<file path="src/rtl/vic_pkg.sv">
// Shared definitions for the vectored interrupt controller.
// Assumes the write port carries a 3-bit kind code.
package vic_pkg;
    typedef enum logic [2:0] {
        WK_PRIO  = 3'd0,
        WK_CUR   = 3'd1,
        WK_SWSET = 3'd2,
        WK_SWCLR = 3'd3,
        WK_EOI   = 3'd4
    } wr_kind_e;
endpackage

</file>
<file path="src/rtl/vic_src_regs.sv">
// Source register file: holds the priority of each source and the software flags.
// It merges the flags with the peripheral lines and outputs an effective priority
// per source, which is 0 when the source is idle.
// Assumes SW_SRC is a power of two and at least 2; flags occupy sources 0..SW_SRC-1.
module vic_src_regs
    import vic_pkg::*;
#(
    parameter int NUM_SRC = 128,
    parameter int SW_SRC  = 8,
    parameter int PRIO_W  = 4,
    parameter int IDX_W   = $clog2(NUM_SRC)
) (
    input  logic                      clk,
    input  logic                      rst_n,
    input  logic                      wr_en,
    input  logic [2:0]                wr_kind,
    input  logic [IDX_W-1:0]          wr_idx,
    input  logic [PRIO_W-1:0]         wr_data,
    input  logic [NUM_SRC-SW_SRC-1:0] hw_irq,
    output logic [NUM_SRC*PRIO_W-1:0] eff_prio
);
    localparam int SW_W = $clog2(SW_SRC);

    logic [PRIO_W-1:0] prio_q [NUM_SRC];
    logic [SW_SRC-1:0] sw_q;

    // Priority table update on priority writes.
    always_ff @(posedge clk) begin
        if (!rst_n) begin
            for (int i = 0; i < NUM_SRC; i++) prio_q[i] <= '0;
        end else if (wr_en && wr_kind == WK_PRIO) begin
            prio_q[wr_idx] <= wr_data;
        end
    end

    // Software flag set and clear.
    always_ff @(posedge clk) begin
        if (!rst_n) begin
            sw_q <= '0;
        end else if (wr_en && wr_kind == WK_SWSET) begin
            sw_q[wr_idx[SW_W-1:0]] <= 1'b1;
        end else if (wr_en && wr_kind == WK_SWCLR) begin
            sw_q[wr_idx[SW_W-1:0]] <= 1'b0;
        end
    end

    for (genvar g = 0; g < NUM_SRC; g++) begin : g_src
        if (g < SW_SRC) begin : g_sw
            assign eff_prio[g*PRIO_W +: PRIO_W] = sw_q[g] ? prio_q[g] : '0;
        end else begin : g_hw
            assign eff_prio[g*PRIO_W +: PRIO_W] = hw_irq[g-SW_SRC] ? prio_q[g] : '0;
        end
    end
endmodule

</file>
<file path="src/rtl/vic_arb.sv">
// Arbiter: a balanced binary max tree over the effective priorities.
// On a tie the left (lower-index) side wins. An idle source carries priority 0.
// Assumes NUM_SRC is a power of two; the logic depth is log2(NUM_SRC) compare stages.
module vic_arb #(
    parameter int NUM_SRC = 128,
    parameter int PRIO_W  = 4,
    parameter int IDX_W   = $clog2(NUM_SRC)
) (
    input  logic [NUM_SRC*PRIO_W-1:0] eff_prio,
    output logic [PRIO_W-1:0]         best_prio,
    output logic [IDX_W-1:0]          best_idx
);
    localparam int NODES = 2*NUM_SRC - 1;

    logic [PRIO_W-1:0] node_p [NODES];
    logic [IDX_W-1:0]  node_i [NODES];

    for (genvar g = 0; g < NUM_SRC; g++) begin : g_leaf
        assign node_p[NUM_SRC-1+g] = eff_prio[g*PRIO_W +: PRIO_W];
        assign node_i[NUM_SRC-1+g] = IDX_W'(g);
    end

    for (genvar g = 0; g < NUM_SRC-1; g++) begin : g_node
        logic take_right;
        assign take_right = node_p[2*g+2] > node_p[2*g+1];
        assign node_p[g]  = take_right ? node_p[2*g+2] : node_p[2*g+1];
        assign node_i[g]  = take_right ? node_i[2*g+2] : node_i[2*g+1];
    end

    assign best_prio = node_p[0];
    assign best_idx  = node_i[0];
endmodule

</file>
<file path="src/rtl/vic_prio_ctx.sv">
// Priority context: the current-priority register plus a LIFO of saved levels.
// Precedence within one cycle is push, then pop, then direct load.
// A push is refused when the stack is full; a pop does nothing when it is empty.
module vic_prio_ctx #(
    parameter int PRIO_W = 4,
    parameter int DEPTH  = 16
) (
    input  logic              clk,
    input  logic              rst_n,
    input  logic              push,
    input  logic [PRIO_W-1:0] push_prio,
    input  logic              pop,
    input  logic              load,
    input  logic [PRIO_W-1:0] load_prio,
    output logic [PRIO_W-1:0] cur_prio,
    output logic              full
);
    localparam int PTR_W = $clog2(DEPTH);
    localparam int SP_W  = $clog2(DEPTH+1);

    logic [PRIO_W-1:0] stk [DEPTH];
    logic [SP_W-1:0]   sp;
    logic [SP_W-1:0]   sp_dec;

    assign full   = (sp == SP_W'(DEPTH));
    assign sp_dec = sp - SP_W'(1);

    // Current level and stack pointer update.
    always_ff @(posedge clk) begin
        if (!rst_n) begin
            cur_prio <= '0;
            sp       <= '0;
        end else if (push && !full) begin
            cur_prio <= push_prio;
            sp       <= sp + SP_W'(1);
        end else if (pop && sp != '0) begin
            cur_prio <= stk[sp_dec[PTR_W-1:0]];
            sp       <= sp_dec;
        end else if (load) begin
            cur_prio <= load_prio;
        end
    end

    // Stack storage; the entries need no reset because sp guards every read.
    always_ff @(posedge clk) begin
        if (push && !full) stk[sp[PTR_W-1:0]] <= cur_prio;
    end
endmodule

</file>
<file path="src/rtl/vec_irq_ctrl.sv">
// Top level of the vectored interrupt controller. It registers the arbitration
// result (request, vector, winning level) and handles acknowledge and end of
// interrupt through the priority context. The NMI path goes straight through.
// Assumes that irq_ack is pulsed for a single cycle per acknowledge.
module vec_irq_ctrl
    import vic_pkg::*;
#(
    parameter int NUM_SRC = 128,
    parameter int SW_SRC  = 8,
    parameter int PRIO_W  = 4,
    parameter int VEC_W   = 9,
    parameter int DEPTH   = 16,
    parameter int IDX_W   = $clog2(NUM_SRC)
) (
    input  logic                      clk,
    input  logic                      rst_n,
    input  logic [NUM_SRC-SW_SRC-1:0] hw_irq,
    input  logic                      wr_en,
    input  logic [2:0]                wr_kind,
    input  logic [IDX_W-1:0]          wr_idx,
    input  logic [PRIO_W-1:0]         wr_data,
    input  logic                      irq_ack,
    input  logic                      nmi_in,
    output logic                      irq_req,
    output logic [VEC_W-1:0]          irq_vec,
    output logic [VEC_W-1:0]          ack_vec,
    output logic [PRIO_W-1:0]         cur_prio,
    output logic                      nmi_out
);
    logic [NUM_SRC*PRIO_W-1:0] eff_prio;
    logic [PRIO_W-1:0]         best_prio;
    logic [IDX_W-1:0]          best_idx;
    logic [PRIO_W-1:0]         win_prio_q;
    logic                      stk_full;
    logic                      ack_fire;

    vic_src_regs #(
        .NUM_SRC(NUM_SRC), .SW_SRC(SW_SRC), .PRIO_W(PRIO_W), .IDX_W(IDX_W)
    ) u_src (
        .clk(clk), .rst_n(rst_n), .wr_en(wr_en), .wr_kind(wr_kind),
        .wr_idx(wr_idx), .wr_data(wr_data), .hw_irq(hw_irq), .eff_prio(eff_prio)
    );

    vic_arb #(
        .NUM_SRC(NUM_SRC), .PRIO_W(PRIO_W), .IDX_W(IDX_W)
    ) u_arb (
        .eff_prio(eff_prio), .best_prio(best_prio), .best_idx(best_idx)
    );

    assign ack_fire = irq_ack && irq_req && !stk_full;

    vic_prio_ctx #(
        .PRIO_W(PRIO_W), .DEPTH(DEPTH)
    ) u_ctx (
        .clk(clk), .rst_n(rst_n),
        .push(ack_fire), .push_prio(win_prio_q),
        .pop(wr_en && wr_kind == WK_EOI),
        .load(wr_en && wr_kind == WK_CUR), .load_prio(wr_data),
        .cur_prio(cur_prio), .full(stk_full)
    );

    // Register the arbitration result against the current level.
    always_ff @(posedge clk) begin
        if (!rst_n) begin
            irq_req    <= 1'b0;
            irq_vec    <= '0;
            win_prio_q <= '0;
        end else begin
            irq_req    <= best_prio > cur_prio;
            irq_vec    <= VEC_W'(best_idx);
            win_prio_q <= best_prio;
        end
    end

    // Capture the served vector on an accepted acknowledge.
    always_ff @(posedge clk) begin
        if (!rst_n) ack_vec <= '0;
        else if (ack_fire) ack_vec <= irq_vec;
    end

    assign nmi_out = nmi_in;
endmodule

</file>
<file path="config.mk">
export PLATFORM = sky130hd
export DESIGN_NAME = vec_irq_ctrl
export DESIGN_NICKNAME = d
export VERILOG_FILES = /design/src/rtl/vic_pkg.sv /design/src/rtl/vic_src_regs.sv /design/src/rtl/vic_arb.sv /design/src/rtl/vic_prio_ctx.sv /design/src/rtl/vec_irq_ctrl.sv
export SDC_FILE = /design/constraint.sdc
export NUM_CORES = 2
export LEC_CHECK = 0
export CORE_UTILIZATION = 45
export CTS_CLUSTER_SIZE = 24
export DETAILED_ROUTE_END_ITERATION = 10
export DONT_BUFFER_PORTS = 1
export SLEW_MARGIN = 15
export SYNTH_ARGS = -nofsm -noshare
export SYNTH_HDL_FRONTEND = slang
export SYNTH_SLANG_ARGS = --single-unit
</file>
<file path="constraint.sdc">
create_clock -name clk -period 13.65 [get_ports clk]
set_input_delay 0.6825 -clock clk [delete_from_list [all_inputs] [get_ports clk]]
set_output_delay 0.6825 -clock clk [all_outputs]
set_load 0.05 [all_outputs]
</file>
==> metrics list <==
* Sum of negative setup slack: 0 ns
* Vias post-DR: around 40000
- Measured on the finished design, the core utilization comes to 49.09%.
* Fraction of synthesized cell area taken by the top area cell type: a little over a third
- Maximum count of clock buffers along a single path: 3
- Timing would allow up to 78.72 MHz.
* Post-synthesis cell count: roughly 5300
* Dpl hpwl: roughly 97000 um
- The worst setup path is launched from a register.
* Biggest area consumer among synthesized cells: edfxtp_1
- In this run, post-CTS hold repair placed 0 buffers.
- Number of setup violations in the final report: 0
* Post-synthesis instance area: ~0.048 mm2
- In this run, synthesis produced a sequential element count of slightly above 600.
- STA classifies the critical path endpoint as a register.
- Minimum period implied by the final worst setup slack: ~13 ns
- CP dominant cell by count: ha_1
- Grt ovf: 0
* Layout cells sized above 1: 7.382%
* Die area: between 0.1 and 0.15 mm2
* Delay of the slowest cell on the worst path: just under 0.6 ns
- TritonCTS built the clock tree.
- Die X: 327.6 um
* Proportion of synthesized flip-flops having asynchronous set or reset: 0%
- The number of global-route vias before repair was between 30000 and 40000.
- In the final routed layout, each cell accounts on average for between 20 and 25 um.
- Between clock sinks in the finished design, the worst skew comes to 0.03859 ns.
* Largest fanout on the critical path: 13
* Number of violations of the max-capacitance limit: 0
- The flow ran to the end, and the final reports show no timing, DRC or antenna violations.
- Syn_area_per_cell: between 8 and 9 um2
- The cell sitting at the root of the clock tree is a clkbuf_16.
- Cell types occupying the most area after synthesis: edfxtp_1 (36%), ha_1 (9.0%), and3_1 (7.1%)
* Overall Global Routing Usage: between 20 and 30%
- For the worst setup path, the data arrival time is about 13 ns.
- The worst setup path is of the reg -> reg kind.
* Standard cell with the maximum stage delay on the critical path: mux2i_1
* Standard-cell rows: between 100 and 150
* Commonest non-fill, non-tap cell in the layout: nand2_1
- Wires add up to 141500 um.
- Number of sinks driven by the clock tree: a little over 600
- From synthesis to final layout, the design area changed by 8.195%.
- The first detailed-routing pass ran for 5 iterations.
* Dominant register cell in the synthesized netlist: edfxtp_1
- Die H: between 300 and 400 um
- Measured against its own limit, the worst slew margin works out to between 10% and 20%.
* Skew-Pair Late Insertion Delay: about 0.68 ns
- Yosys warnings: 0
* Required time of the critical path: roughly 14 ns
- The tightest min-delay check is of the in -> reg type.
* Tightest Pin Transition: 1.221 ns
* Final RePlAce weighted congestion: 0.9450
- Counting distinct cell types in the post-synthesis netlist gives 123.
- Max-slew violation count: 0
- Once the floorplan was initialized, standard cells occupied a little under half of the core.
* RSZ-0062 raised after global routing: false
* Hold Violations, Final: 0
- Counting flops with a built-in enable in the synthesized netlist gives between 500 and 600.
* Drt via density: roughly 6
* CTS buffer count: between 70 and 80
* I/O Pins: about 160
- Nets@finish: ~5700
* Part of the Yosys area used for sequential elements: between 30% and 40%
- DRC violations left: 0
- Most used cells in the layout excluding fill and tap cells: nand2_1 (714), edfxtp_1 (576), and3_1 (542)
- Placeable core region: between 0.1 and 0.15 mm2
* Clock transition at path regs: 0.07 ns
* Detailed router's first-iteration violation count: between 3000 and 4000
- The H-tree generated during clock tree synthesis spans 3 levels.
* Final period util: between 90% and 100%
- Largest net degree at the start of global routing: roughly 140
* Number of nets with antenna violations after routing: 0
- The first global-routing pass estimated ~220000 um of wire.
* Initial antenna violation count: 6
- The count of buffers added on input and output ports is 0.
-- logic make-up after synthesis --
logic type | share of synthesized area (%)
compound gates | 19.37
xor+xnor | 0.4407
fa+ha+maj | 9.257
buf+inv | 4.470
flops | 37.77
mux | 6.002
other cells | 0.007862
simple gates | 22.68
-- critical path: cells and delay by family, from the launching register on --
kind	cells	cell delay [ns]
AO/OA/AOI/OAI	19	4.31
adder cells (fa/ha/maj)	8	2.39
multiplexers	7	2.37
AND/OR/NAND/NOR	15	2.14
buffers and inverters	7	0.97
flip-flops	1	0.37
-- registers in the layout (all words and copies together), names as in the netlist, named ones only --
signal	count
u_ctx.cur_prio	4
u_ctx.sp	5
u_ctx.stk	64
ack_vec	7
irq_req	1
win_prio_q	4
irq_vec	7
u_src.prio_q	512
-- per-stage QoR --
step / std cells / setup WS (ns) / area (um2) / hold WS, ns
2_1_floorplan: 5323 / 1.709 / 47710 / 0.4174
3_3_place_gp: 6509 / 0.7047 / 48920 / 0.4513
3_5_place_dp: 6509 / 0.4603 / 48920 / 0.4559
4_1_cts: 6646 / 0.5136 / 51530 / 0.06578
5_1_grt: 6647 / 0.04930 / 51590 / 0.09423
6_report: 6653 / 0.9470 / 51610 / 0.1131
-- layer usage --
metal / GRT usage (%) / vias up / routed length [um]
met3: 3.943 / 205 / 8398
li1: - / 19690 / -
met2: 43.37 / 1006 / 66880
met1: 33.23 / 19130 / 61710
met5: 0 / - / 36
met4: 8.980 / 6 / 4517
-- path summary, 6_finish.rpt --
kind | slack [ns] | cells past startpoint | end | start
worst max-delay path | 0.95 | 56 | irq_req | u_src.prio_q[117][3]
worst min register to register | 0.47 | 2 | u_ctx.cur_prio[0] | win_prio_q[0]
worst max register to register | 0.95 | 56 | irq_req | u_src.prio_q[117][3]
worst min-delay path | 0.11 | 1 | register | wr_kind[0]
-- what timing repair did --
action | 4_1_cts | 5_1_grt
resized for setup | 0 | 11
endpoints found under the hold margin | 0 | 0
buffers inserted | 0 | 1
setup endpoints to repair | 0 | 1
-- cells in the mapped netlist, types with 50 or more instances --
library cell  number
a211oi_1          54
a21o_1            53
a21oi_1          297
a31oi_1           97
and2_1           153
and3_1           543
clkbuf_1         234
edfxtp_1         576
ha_1             344
inv_1            303
mux2_2            64
mux2i_1          168
nand2_1          714
nand3_1          118
nor2_1           273
nor2b_1           52
nor3_1            50
o21ai_0          389
-- area by class of cell --
class                           count  area, um2
Fill cell                        9808      53510
Multi-Input combinational cell   4156      27720
Sequential cell                   612      18020
Clock buffer                       91       1988
Tap cell                         1391       1740
Inverter                          304       1141
Clock inverter                     46      629.4
Timing Repair Buffer               47      352.8
Antenna cell                        6      15.01
Power is left out: the tool's default activity adds up to more than one toggle a clock period on the data nets, which glitch-free logic cannot reach.
